`config.mk`:
```
export PLATFORM = sky130hd
export DESIGN_NAME = secCodecMem
export DESIGN_NICKNAME = d
export VERILOG_FILES = /design/src/rtl/secPkg.sv /design/src/rtl/secEncoder.sv /design/src/rtl/secDecoder.sv /design/src/rtl/secCtrl.sv /design/src/rtl/secDatapath.sv /design/src/rtl/secCodecMem.sv
export SDC_FILE = /design/constraint.sdc
export NUM_CORES = 1
export LEC_CHECK = 0
export ABC_AREA = 1
export BUFFER_PORTS_ARGS = -buffer_cell sky130_fd_sc_hd__buf_2
export CORE_MARGIN = 1.5
export CORE_UTILIZATION = 40
export DETAILED_ROUTE_END_ITERATION = 8
export GPL_TIMING_DRIVEN = 0
export SETUP_SLACK_MARGIN = 0.4
export SLEW_MARGIN = 10
export SYNTH_ARGS = -nofsm -noshare
export SYNTH_HDL_FRONTEND = slang
export SYNTH_SLANG_ARGS = --single-unit
```
`constraint.sdc`:
```
create_clock -name clk -period 4.1 [get_ports clk]
set_input_delay 0.205 -clock clk [delete_from_list [all_inputs] [get_ports clk]]
set_output_delay 0.205 -clock clk [all_outputs]
set_load 0.05 [all_outputs]
```
`src/rtl/secPkg.sv`:
```
package secPkg;
  localparam int DATA_W = 8;
  localparam int SYN_W  = 4;
  localparam int CODE_W = DATA_W + SYN_W;

  typedef struct packed {
    logic wrStb;
    logic rdStb;
  } ctrlStrobesT;

  function automatic logic isPow2(input int pos);
    return (pos & (pos - 1)) == 0;
  endfunction

  // position (1-based) that carries data bit di; MSB goes lowest
  function automatic int dataPos(input int di);
    int slot;
    slot = 0;
    for (int pos = 1; pos <= CODE_W; pos++) begin
      if (!isPow2(pos)) begin
        if (slot == DATA_W - 1 - di) return pos;
        slot++;
      end
    end
    return 0;
  endfunction
endpackage

```
`src/rtl/secEncoder.sv`:
```
module secEncoder
  import secPkg::*;
(
  input  logic [DATA_W-1:0] data,
  output logic [CODE_W-1:0] code
);
  logic [CODE_W-1:0] placed;

  always_comb begin
    placed = '0;
    for (int di = 0; di < DATA_W; di++) placed[dataPos(di) - 1] = data[di];
  end

  always_comb begin
    code = placed;
    for (int i = 0; i < SYN_W; i++) begin
      logic par;
      par = 1'b0;
      for (int pos = 1; pos <= CODE_W; pos++)
        if (pos[i] && !isPow2(pos)) par = par ^ placed[pos - 1];
      code[(1 << i) - 1] = par;
    end
  end
endmodule

```
`src/rtl/secDecoder.sv`:
```
module secDecoder
  import secPkg::*;
(
  input  logic [CODE_W-1:0] code,
  output logic [DATA_W-1:0] data,
  output logic [SYN_W-1:0]  syndrome,
  output logic              corrected,
  output logic              uncorrectable
);
  logic [CODE_W-1:0] fixedWord;
  logic              inRange;

  always_comb begin
    for (int i = 0; i < SYN_W; i++) begin
      logic acc;
      acc = 1'b0;
      for (int pos = 1; pos <= CODE_W; pos++)
        if (pos[i]) acc = acc ^ code[pos - 1];
      syndrome[i] = acc;
    end
  end

  assign inRange       = (syndrome != '0) && (syndrome <= SYN_W'(CODE_W));
  assign corrected     = inRange;
  assign uncorrectable = (syndrome != '0) && !inRange;

  always_comb begin
    for (int pos = 1; pos <= CODE_W; pos++)
      fixedWord[pos - 1] = code[pos - 1] ^ (inRange && (syndrome == SYN_W'(pos)));
    for (int di = 0; di < DATA_W; di++) data[di] = fixedWord[dataPos(di) - 1];
  end
endmodule

```
`src/rtl/secCtrl.sv`:
```
module secCtrl
  import secPkg::*;
(
  input  logic        clk,
  input  logic        rstN,
  input  logic        memEn,
  input  logic        wrEn,
  output ctrlStrobesT strobes,
  output logic        rdValid
);
  assign strobes.wrStb = memEn && wrEn;
  assign strobes.rdStb = memEn && !wrEn;

  always_ff @(posedge clk or negedge rstN) begin
    if (!rstN) rdValid <= 1'b0;
    else       rdValid <= strobes.rdStb;
  end
endmodule

```
`src/rtl/secDatapath.sv`:
```
module secDatapath
  import secPkg::*;
#(
  parameter int ADDR_W = 4
) (
  input  logic              clk,
  input  logic              rstN,
  input  ctrlStrobesT       strobes,
  input  logic [ADDR_W-1:0] addr,
  input  logic [DATA_W-1:0] wrData,
  input  logic [CODE_W-1:0] flipMask,
  output logic [CODE_W-1:0] rdRaw,
  output logic [DATA_W-1:0] rdData,
  output logic [SYN_W-1:0]  rdSyndrome,
  output logic              rdCorrected,
  output logic              rdUncorrectable
);
  localparam int DEPTH = 1 << ADDR_W;

  logic [CODE_W-1:0] encWord;
  logic [CODE_W-1:0] store [DEPTH];

  secEncoder i_enc (.data(wrData), .code(encWord));

  always_ff @(posedge clk) begin
    if (strobes.wrStb) store[addr] <= encWord ^ flipMask;
  end

  always_ff @(posedge clk or negedge rstN) begin
    if (!rstN)              rdRaw <= '0;
    else if (strobes.rdStb) rdRaw <= store[addr];
  end

  secDecoder i_dec (
    .code(rdRaw), .data(rdData), .syndrome(rdSyndrome),
    .corrected(rdCorrected), .uncorrectable(rdUncorrectable)
  );
endmodule

```
`src/rtl/secCodecMem.sv`:
```
module secCodecMem
  import secPkg::*;
#(
  parameter int ADDR_W = 4
) (
  input  logic              clk,
  input  logic              rstN,
  input  logic              memEn,
  input  logic              wrEn,
  input  logic [ADDR_W-1:0] addr,
  input  logic [7:0]        wrData,
  input  logic [11:0]       flipMask,
  output logic              rdValid,
  output logic [11:0]       rdRaw,
  output logic [7:0]        rdData,
  output logic [3:0]        rdSyndrome,
  output logic              rdCorrected,
  output logic              rdUncorrectable
);
  ctrlStrobesT strobes;

  secCtrl i_ctrl (
    .clk(clk), .rstN(rstN), .memEn(memEn), .wrEn(wrEn),
    .strobes(strobes), .rdValid(rdValid)
  );

  secDatapath #(.ADDR_W(ADDR_W)) i_dp (
    .clk(clk), .rstN(rstN), .strobes(strobes), .addr(addr),
    .wrData(wrData), .flipMask(flipMask), .rdRaw(rdRaw),
    .rdData(rdData), .rdSyndrome(rdSyndrome),
    .rdCorrected(rdCorrected), .rdUncorrectable(rdUncorrectable)
  );
endmodule

```
[Word level (Yosys, flattened, before mapping)]
Memories as Yosys holds them, arrays and structs flattened. A register that Yosys moved wholly into a read port is not among the register bits.
Index checks and enable logic that the tools add are counted.
Word-level totals
  memories kept: 1
  register bits: 1
  word-level logic and storage cells: 70
  bits in writable memories: 192
  output and inout bits: 27
Cells by class
  eq/ne operators: 8
  $lt $le $gt $ge: 1
  mux-type cells: 2
  reductions and logical operators: 16
  bitwise logic cells: 41
Memory list
  i_dp.store: depth 16, bits a word 12, read ports 1, clocked after memory_dff 1, wr ports 1, line secDatapath.sv:21  | logic [CODE_W-1:0] store [DEPTH];
Operators by type and width (number)
  1-bit XOR: 40
  4-bit equality test (second input constant): 4
  4-bit by 3-bit equality test with 1-bit output (second input constant): 3
  1-bit logical AND: 12
  12-bit XOR: 1
  4-bit by 2-bit equality test with 1-bit output (second input constant): 1
  4-bit less-or-equal comparator (second input constant): 1
  4-bit nonzero test: 1
  1-bit logical NOT: 3
  1-bit two-way mux: 2

[Logic depth before layout (Yosys ltp)]
Gate-level depths: netlist (run 1).
  depth after elaboration: 9
  depth in mapped cells: 12

[By module]
Synthesis (run 1) repeated with hierarchy kept, for this count alone.
Second synthesis, totals
  cell total of the unflattened synthesis: 954
  area total of the unflattened synthesis: 9470.3 um^2
Modules (own cells, without submodules)
  secDatapath: cells each 780, area an instance 8488.1 um^2, sequential area each 6065.8 um^2, times used 1
  secDecoder: cells each 128, area an instance 710.7 um^2, sequential area each 0.0 um^2, times used 1
  secEncoder: cells each 41, area an instance 229.0 um^2, sequential area each 0.0 um^2, times used 1
  secCtrl: cells each 5, area an instance 42.5 um^2, sequential area each 25.0 um^2, times used 1

[Worst setup path after synthesis (run 1)]
No wires, ideal clock.
  path kind: reg2out
  start point: register i_dp.rdRaw[11], read port of i_dp.store
  end point: output rdUncorrectable
  stages on the path, launching flop included: 9
  required time: 3.895 ns
  arrival time: 2.263 ns
  setup slack: 1.632 ns
  path through: dfrtp_1 -> inv_2 -> nand2_1 -> nand2_1 -> nand2_1 -> nand3_1 -> nand2_2 -> nand2_1 -> nor2_1
Between the ends
  word-level cells in the longest chain between the ends: 5
  elaborated cells on any way between the ends: 7
  classes of those cells: 1 x order compare; 2 x bitwise; 4 x reduce/logical
RTL lines
  from (decl): line secDatapath.sv:12  | output logic [CODE_W-1:0] rdRaw,
  1-bit XOR (*): line secDecoder.sv:18  | if (pos[i]) acc = acc ^ code[pos - 1];
  named net rdSyndrome[2]: line secCodecMem.sv:16  | output logic [3:0] rdSyndrome,
  4-bit less-or-equal comparator / 4-bit nonzero test (equally long branches): line secDecoder.sv:23, secDecoder.sv:25
  1-bit logical AND: line secDecoder.sv:23  | assign inRange = (syndrome != '0) && (syndrome <= SYN_W'(CODE_W));
  1-bit logical NOT: line secDecoder.sv:25  | assign uncorrectable = (syndrome != '0) && !inRange;
  1-bit logical AND (*): line secDecoder.sv:25
  to (decl): line secCodecMem.sv:18  | output logic rdUncorrectable
The timed path passes the listed nets; every way through them passes the cells marked *.

[Final worst setup path (run 1)]
  start point: register i_dp.rdRaw[2], read port of i_dp.store
  end point: output rdData[0]
Between the ends
  word-level cells in the longest chain between the ends: 9
  elaborated cells on any way between the ends: 16
  classes of those cells: 1 x order compare; 1 x eq/ne; 11 x bitwise; 3 x reduce/logical
RTL lines
  1-bit XOR (5 in series): line secDecoder.sv:18
  4-bit less-or-equal comparator / 4-bit nonzero test (equally long branches): line secDecoder.sv:23
  1-bit logical AND: line secDecoder.sv:23
  1-bit logical AND (*): line secDecoder.sv:29  | fixedWord[pos - 1] = code[pos - 1] ^ (inRange && (syndrome == SYN_W'(pos)));
  1-bit XOR (*): line secDecoder.sv:29
  to (decl): line secCodecMem.sv:15  | output logic [7:0] rdData,
Mark *: on every way between the ends. The rest lies on a longest branch, timed or not.

==> key figures, run 1 <==
Hold path
  • HP Class: in -> async

Yosys
  • Post-synthesis sequential area ratio: between 70% and 80%
  • Syn Nets: 789
  • Post-synthesis instance total: between 700 and 800
  • Flops & latches, synth: roughly 210
  • Yosys top cell by area: edfxtp_1
  • Synth cell types: 24
  • Yosys top cell area share: around two thirds
  • YS warnings: 0
  • Mapped Area: 8680 um^2
  • Avg Cell Area, Syn: approximately 11 um^2
  • Largest cells by area after synthesis: edfxtp_1 (66%), nand2_1 (13%), dfrtp_1 (3.7%), nand4_1 (2.7%), nor2_1 (2.6%)

Routing
  • WL per Instance: just under 20 um
  • Vias per cell: just over 5
  • Number of remaining DRC errors: 0
  • Initial DRC Count: ~500
  • Post-route ant nets: 0
  • Initial DRT Pass Iterations: 7
  • Routed wire length: 21700 um
  • Vias: 5763

Die
  • DIE HEIGHT: approximately 150 um
  • Die Footprint: about 23000 um^2
  • Row count: 53
  • Initial Utilization: 41.0%
  • Core footprint: 21200 um^2
  • Die width: 150 um
  • Ports: 55

Setup path
  • FF-to-FF setup slack: a little under 3000 ps
  • Crit path max fanout: 7
  • Setup crit end: rdData[0]
  • Crit Reg-Reg Endpoint: i_dp.rdRaw[0]
  • R2r startpoint: i_dp.store[15][0]
  • Critical Path, Cell by Cell: xnor2_1 > nand3_4 > nand2_8 > inv_2 > nor2_2 > nand3_1 > nand2_1 > buf_2
  • Max incr delay on CP: 460 ps
  • CP max-delay cell: dfrtp_1
  • Critical Path Start: i_dp.rdRaw[2]
  • Critical path class: reg -> out
  • Crit path DAT: about 2200 ps
  • CP endpoint kind: output port
  • CP startpoint kind: flop
  • Delay-heaviest family, CP: simple AND/OR/NAND/NOR gates
  • Depth of the worst register-to-register path: 6
  • CP bufs+invs: 2
  • Worst path required time: approximately 4000 ps
  • CP Depth: 8

Global route
  • Largest net degree at the start of global routing: 17
  • Gr usage total: between 10% and 20%
  • Total gr overflow: 0
  • Initial antenna violation count: 0
  • First-pass GRT wire length: roughly 32000 um
  • Vias in the first global route: 5280

Placed design
  • IO Port Bufs: 54
  • DP Wirelength: between 10000 and 15000 um
  • RePlAce Congestion: 0.951

Timing
  • Fmax: approximately 0.42 GHz
  • # setup viols final: 0
  • Slew Limit Fails: 0
  • Worst Skew: about 10 ps
  • Tightest Pin Transition: ~1400 ps
  • Worst Hold Slack: around 150 ps
  • Hold Fails Final Rpt: 0
  • RSZ-0062 raised after global routing: no
  • Final worst-path cycle share: about three fifths
  • Sum Neg Setup Slack: 0 ps
  • Tmin final: approximately 2400 ps
  • Max-slew headroom: 9.40%

Power
  • LEAKAGE: between 0.003 and 0.004 uW
  • Clock share of power: 34.8%
  • Int Power: 3780 uW
  • Switch share: between 20 and 30%
  • Peak supply drop: between 300 and 400 uV
  • Pwr dens: ~530 nW/um^2
  • Logic pwr share: 19.5%
  • Switching Power: between 1500 and 2000 uW
  • Flop pwr share: 45.7%

Cells and area
  • N_diodes: 0
  • Layout cells sized above 1: 18.0%
  • Nets@finish: 869
  • Area growth from synthesis to layout: 16.1%
  • # fillers: 1921

Clock tree
  • Clk sink count: around 210
  • Root Driver: clkbuf_16
  • Clock Path Buffers: 3
  • Post-CTS sizing: 0
  • Clk pin slew, worst setup/hold paths: 60 ps
  • Clock latency on the worst-skew pair: between 400 and 500 ps
  • CTS tree: built
  • TritonCTS Buffers: 21
  • H-tree levels: 1

Run
  • Max Cap Viol: 0

Status
  • Status: finished, final reports clean
[per-stage QoR]
step	worst slack (ps)	utilization [%]	total power, uW	cells	instance area [um^2]
after floorplan	1630	-	3240	761	8680
after CTS	1690	47.5	5370	1125	10000
final	1720	47.6	5350	1125	10100
after global routing	1540	47.6	5560	1125	10100
after detailed placement	1230	44.4	3540	1092	9390
after global placement	1330	43.9	3520	1090	9290
[flip-flops by register name (all words and copies together), names as in the netlist]
name / flops
i_dp.store: 192
i_dp.rdRaw: 12
i_ctrl.rdValid: 1
[synthesized netlist by cell type, drive strengths merged]
cell,number
edfxtp,192
a22oi,24
xor2,13
clkbuf,6
buf,20
xnor2,12
inv,30
o21ai,1
nand2,312
nand3b,1
dfrtp,13
nor2,69
nand4,37
nand3,29
o21bai,2
[layout make-up]
type | instances | area (um^2) | share of cell area, %
clock buffer | 24 | 537 | 5.33
tap | 275 | 344 | 3.42
multi-input combinational | 500 | 2430 | 24.1
sequential | 205 | 6090 | 60.5
buffer | 26 | 143 | 1.42
timing repair buffer | 57 | 303 | 3.01
clock inverter | 8 | 114 | 1.13
inverter | 30 | 113 | 1.12
[routing by layer]
metal,up-vias,share of wire [%],routed length [um],track usage (%)
li1,2758,-,-,-
met1,2809,45,9800,28.2
met2,174,48,10400,32.7
met3,22,5.2,1130,2.61
met4,0,1.4,303,3.53
met5,-,0,0,0
[cell usage in the layout, fill, tap and decap left out, types with 2 or more instances in the layout]
master,n
a22oi_1,24
xor2_2,8
o21bai_1,2
nand2_1,303
buf_2,66
clkinv_1,3
inv_2,12
nor2_4,2
nand4_1,37
nor2_2,17
inv_1,18
dfrtp_1,13
buf_6,2
nand2_2,7
clkbuf_1,9
nand3_1,28
nor2_1,49
xor2_1,5
clkbuf_16,21
bufinv_16,3
edfxtp_1,192
buf_4,8
xnor2_1,11
[cell families (layout without fill, tap and decap cells)]
kind of cell | after synthesis | after routing | share of synthesized area, %
xor+xnor | 25 | 25 | 2.52
simple gates | 448 | 448 | 22.0
compound gates | 27 | 27 | 2.31
buf+inv | 56 | 145 | 2.94
flops | 205 | 205 | 70.2
[worst min-delay path by stage]
stage	from	to	slack, ps	cells past startpoint
finish	rstN	i_dp.rdRaw[10]	150	2
global route	rstN	i_dp.rdRaw[8]	160	2
detailed placement	rstN	i_dp.rdRaw[10]	110	1
CTS	rstN	i_dp.rdRaw[10]	150	2
global placement	rstN	i_dp.rdRaw[10]	100	1
floorplan	rstN	i_ctrl.rdValid	-90	0
[worst register-to-register path: stages (launching register included)]
cell,delay (ps)
edfxtp_1,360
a22oi_1,220
nand2_1,110
nand2_1,70
nand2_1,90
nor2_1,200
nor2_1,60
[what timing repair did]
action	CTS	global route
hold buffers	1	0
endpoints found under the hold margin	13	0
buffers inserted	0	0
[power by group through the flow]
stage	Sequential (uW)	Combinational, uW	Clock [uW]
2_1_floorplan	2550	691	0
3_3_place_gp	2490	1030	0
3_5_place_dp	2490	1050	0
4_1_cts	2450	1050	1870
5_1_grt	2450	1140	1970
6_report	2450	1040	1860
(Power assumes the default switching activity.)
==> run 2, diff against run 1 <==
Clock period 4.1 ns to 2.2 ns, I/O delays scaled along.
==> key figures, run 2 (synthesis gave the netlist of run 1 again) <==
Cells and area
  • Max reg flops: 192 (unchanged)
  • # fillers: 1831 (-4.7%)
  • Regs by FF count: i_dp.store (192), i_dp.rdRaw (12), i_ctrl.rdValid (1)
  • Commonest non-fill, non-tap cells in the layout: nand2_1 (263), edfxtp_1 (192), buf_2 (52)
  • Most common cell after layout, fill and taps aside: nand2_1
  • Area growth from synthesis to layout: 25.7%
  • Nets@finish: 896 (+3.1%)
  • Design area: 10900 um^2 (+8.3%)
  • Layout cells sized above 1: 28.6% (+11 points)
  • Largest register by flop count: i_dp.store
  • N_diodes: 0 (unchanged)
  • Layout Cells excl Fill: 1159 (+3.0%)

Global route
  • Largest net degree at the start of global routing: 17 (unchanged)
  • Vias in the first global route: 5571 (+5.5%)
  • First-pass GRT wire length: 32500 um (+0.36%)
  • Total gr overflow: 0 (unchanged)
  • Gr usage total: 19.7% (-0.050 points)
  • Initial antenna violation count: 0 (unchanged)

Routing
  • WL per Instance: 19.1 um (-0.94%)
  • Vias per cell: 5.14 (+0.44%)
  • Vias: 5963 (+3.5%)
  • Routed wire length: 22100 um (+2.1%)
  • Initial DRC Count: 450 (-10%)
  • Post-route ant nets: 0 (unchanged)
  • Number of remaining DRC errors: 0 (unchanged)
  • Initial DRT Pass Iterations: 5 (-2)

Placed design
  • Placed cell count: 1095 (+0.27%)
  • Area after DPL: 9500 um^2 (+1.2%)
  • DP Wirelength: 14500 um (+1.1%)
  • RePlAce Congestion: 0.872 (-8.2%)
  • IO Port Bufs: 54 (unchanged)

Timing
  • Worst Skew: 6.53 ps (-3.44 ps)
  • Final worst-path cycle share: between 90% and 100%
  • Max-slew headroom: 43.5% (+34 points)
  • Tmin final: ~2200 ps
  • Worst Hold Slack: 29.5 ps (-116 ps)
  • RSZ-0062 raised after global routing: yes
  • Fmax: 0.457 GHz
  • Slew Limit Fails: 0 (unchanged)
  • Hold Fails Final Rpt: 0 (unchanged)
  • Sum Neg Setup Slack: 0 ps (unchanged)
  • # setup viols final: 0 (unchanged)
  • Tightest Pin Transition: 846 ps (-508 ps)

Setup path
  • Critical path class: reg -> out
  • CP endpoint kind: output port
  • Crit path max fanout: 6 (-1)
  • Crit path DAT: 2080 ps (-100 ps)
  • FF-to-FF setup slack: 920 ps (-1970 ps)
  • Crit Reg-Reg Endpoint: i_dp.rdRaw[0]
  • CP startpoint kind: flop
  • Depth of the worst register-to-register path: 6 (unchanged)
  • R2r startpoint: i_dp.store[12][0]
  • Worst path required time: 2090 ps (-1800 ps)

Die
  • DIE HEIGHT: 150 um (unchanged)
  • Row count: 53 (unchanged)
  • Die Footprint: 22600 um^2 (unchanged)
  • Initial Utilization: 41.0% (unchanged)
  • Ports: 55 (unchanged)
  • Die width: 150 um (unchanged)
  • Core footprint: 21200 um^2 (unchanged)

Clock tree
  • Clock latency on the worst-skew pair: 500 ps (about the same)
  • CTS tree: built
  • Root Driver: clkbuf_16
  • H-tree levels: 1 (unchanged)
  • TritonCTS Buffers: 22 (+4.8%)
  • Clk sink count: 205 (unchanged)
  • Clk pin slew, worst setup/hold paths: 60 ps (about the same)
  • Clock Path Buffers: 3 (unchanged)

Hold path
  • Hold path endpoint: i_dp.store[11][10]
  • HP Class: in -> reg
  • HP Start: wrData[1]
  • Hold path depth: 2

Power
  • LEAKAGE: 0.00407 uW (+8.3%)
  • Power Total: 11000 uW (+110%)
  • Pwr dens: 1010 nW/um^2 (+90%)
  • Peak supply drop: 658 uV (+69%)

Run
  • Max Cap Viol: 0 (unchanged)

Status
  • Status: finished, final reports clean
-- run 2: what timing repair did --
item                                    CTS  global route
pin swaps                                11            25
buffers inserted                         14             8
resized for setup                        83            51
endpoints found under the hold margin    15             0
endpoints found under the setup margin  170            86
cloned                                    0             0
hold buffers                              2             0
-- run 2: worst max-delay path, stage by stage, from the launching register on --
cell,delay [ps]
dfrtp_2,450
clkinv_4,120
nand2_4,90
nand2_2,70
nand2_2,90
nand2_4,70
inv_4,70
nand2_4,60
nand2_8,90
nand4_1,110
nand2_2,120
clkinvlp_4,90
buf_8,150
-- run 2: layout make-up --
class                   instances  area [um^2]  share of cell area [%]
inverters                      30          139                    1.27
plain buffers                  26          143                    1.31
multi-input cells             500         2780                    25.5
repair buffers                 83          663                    6.08
clock buffers                  25          583                    5.35
clock inverters                15          150                    1.38
well taps                     275          344                    3.16
flip-flops and latches        205         6100                    56.0
-- run 2: power breakdown --
group | switching (uW) | internal [uW] | leakage, uW | total, uW
clock | 1460 | 2260 | 0.000366 | 3710
combinational | 1800 | 931 | 0.00184 | 2730
sequential | 79.2 | 4490 | 0.00187 | 4570
total | 3340 | 7680 | 0.00407 | 11000
-- run 2: per-layer routing --
layer	routed length (um)	GRT usage [%]	share of wire (%)
met1	9400	26.5	43
met2	10900	33.4	50
met3	1200	2.55	5.4
met4	544	5.98	2.5
met5	0	0	0
-- run 2: metrics by stage --
step / util (%) / setup WS [ps]
finish: 51.5 / 12.1
global route: 51.5 / -83.8
detailed placement: 44.9 / -480
global placement: 44.4 / -459
CTS: 50.2 / 33.5
floorplan: - / 417
-- run 2: how the worst max path moves through the flow --
stage,start,to,slack (ps)
after global placement,addr[2],i_dp.store[6][4],-460
after global routing,i_dp.rdRaw[6],rdData[6],-80
after detailed placement,addr[2],i_dp.store[7][10],-480
after floorplan,i_dp.rdRaw[5],rdData[0],420
after CTS,i_dp.rdRaw[10],rdData[0],30
final,i_dp.rdRaw[6],rdData[6],10
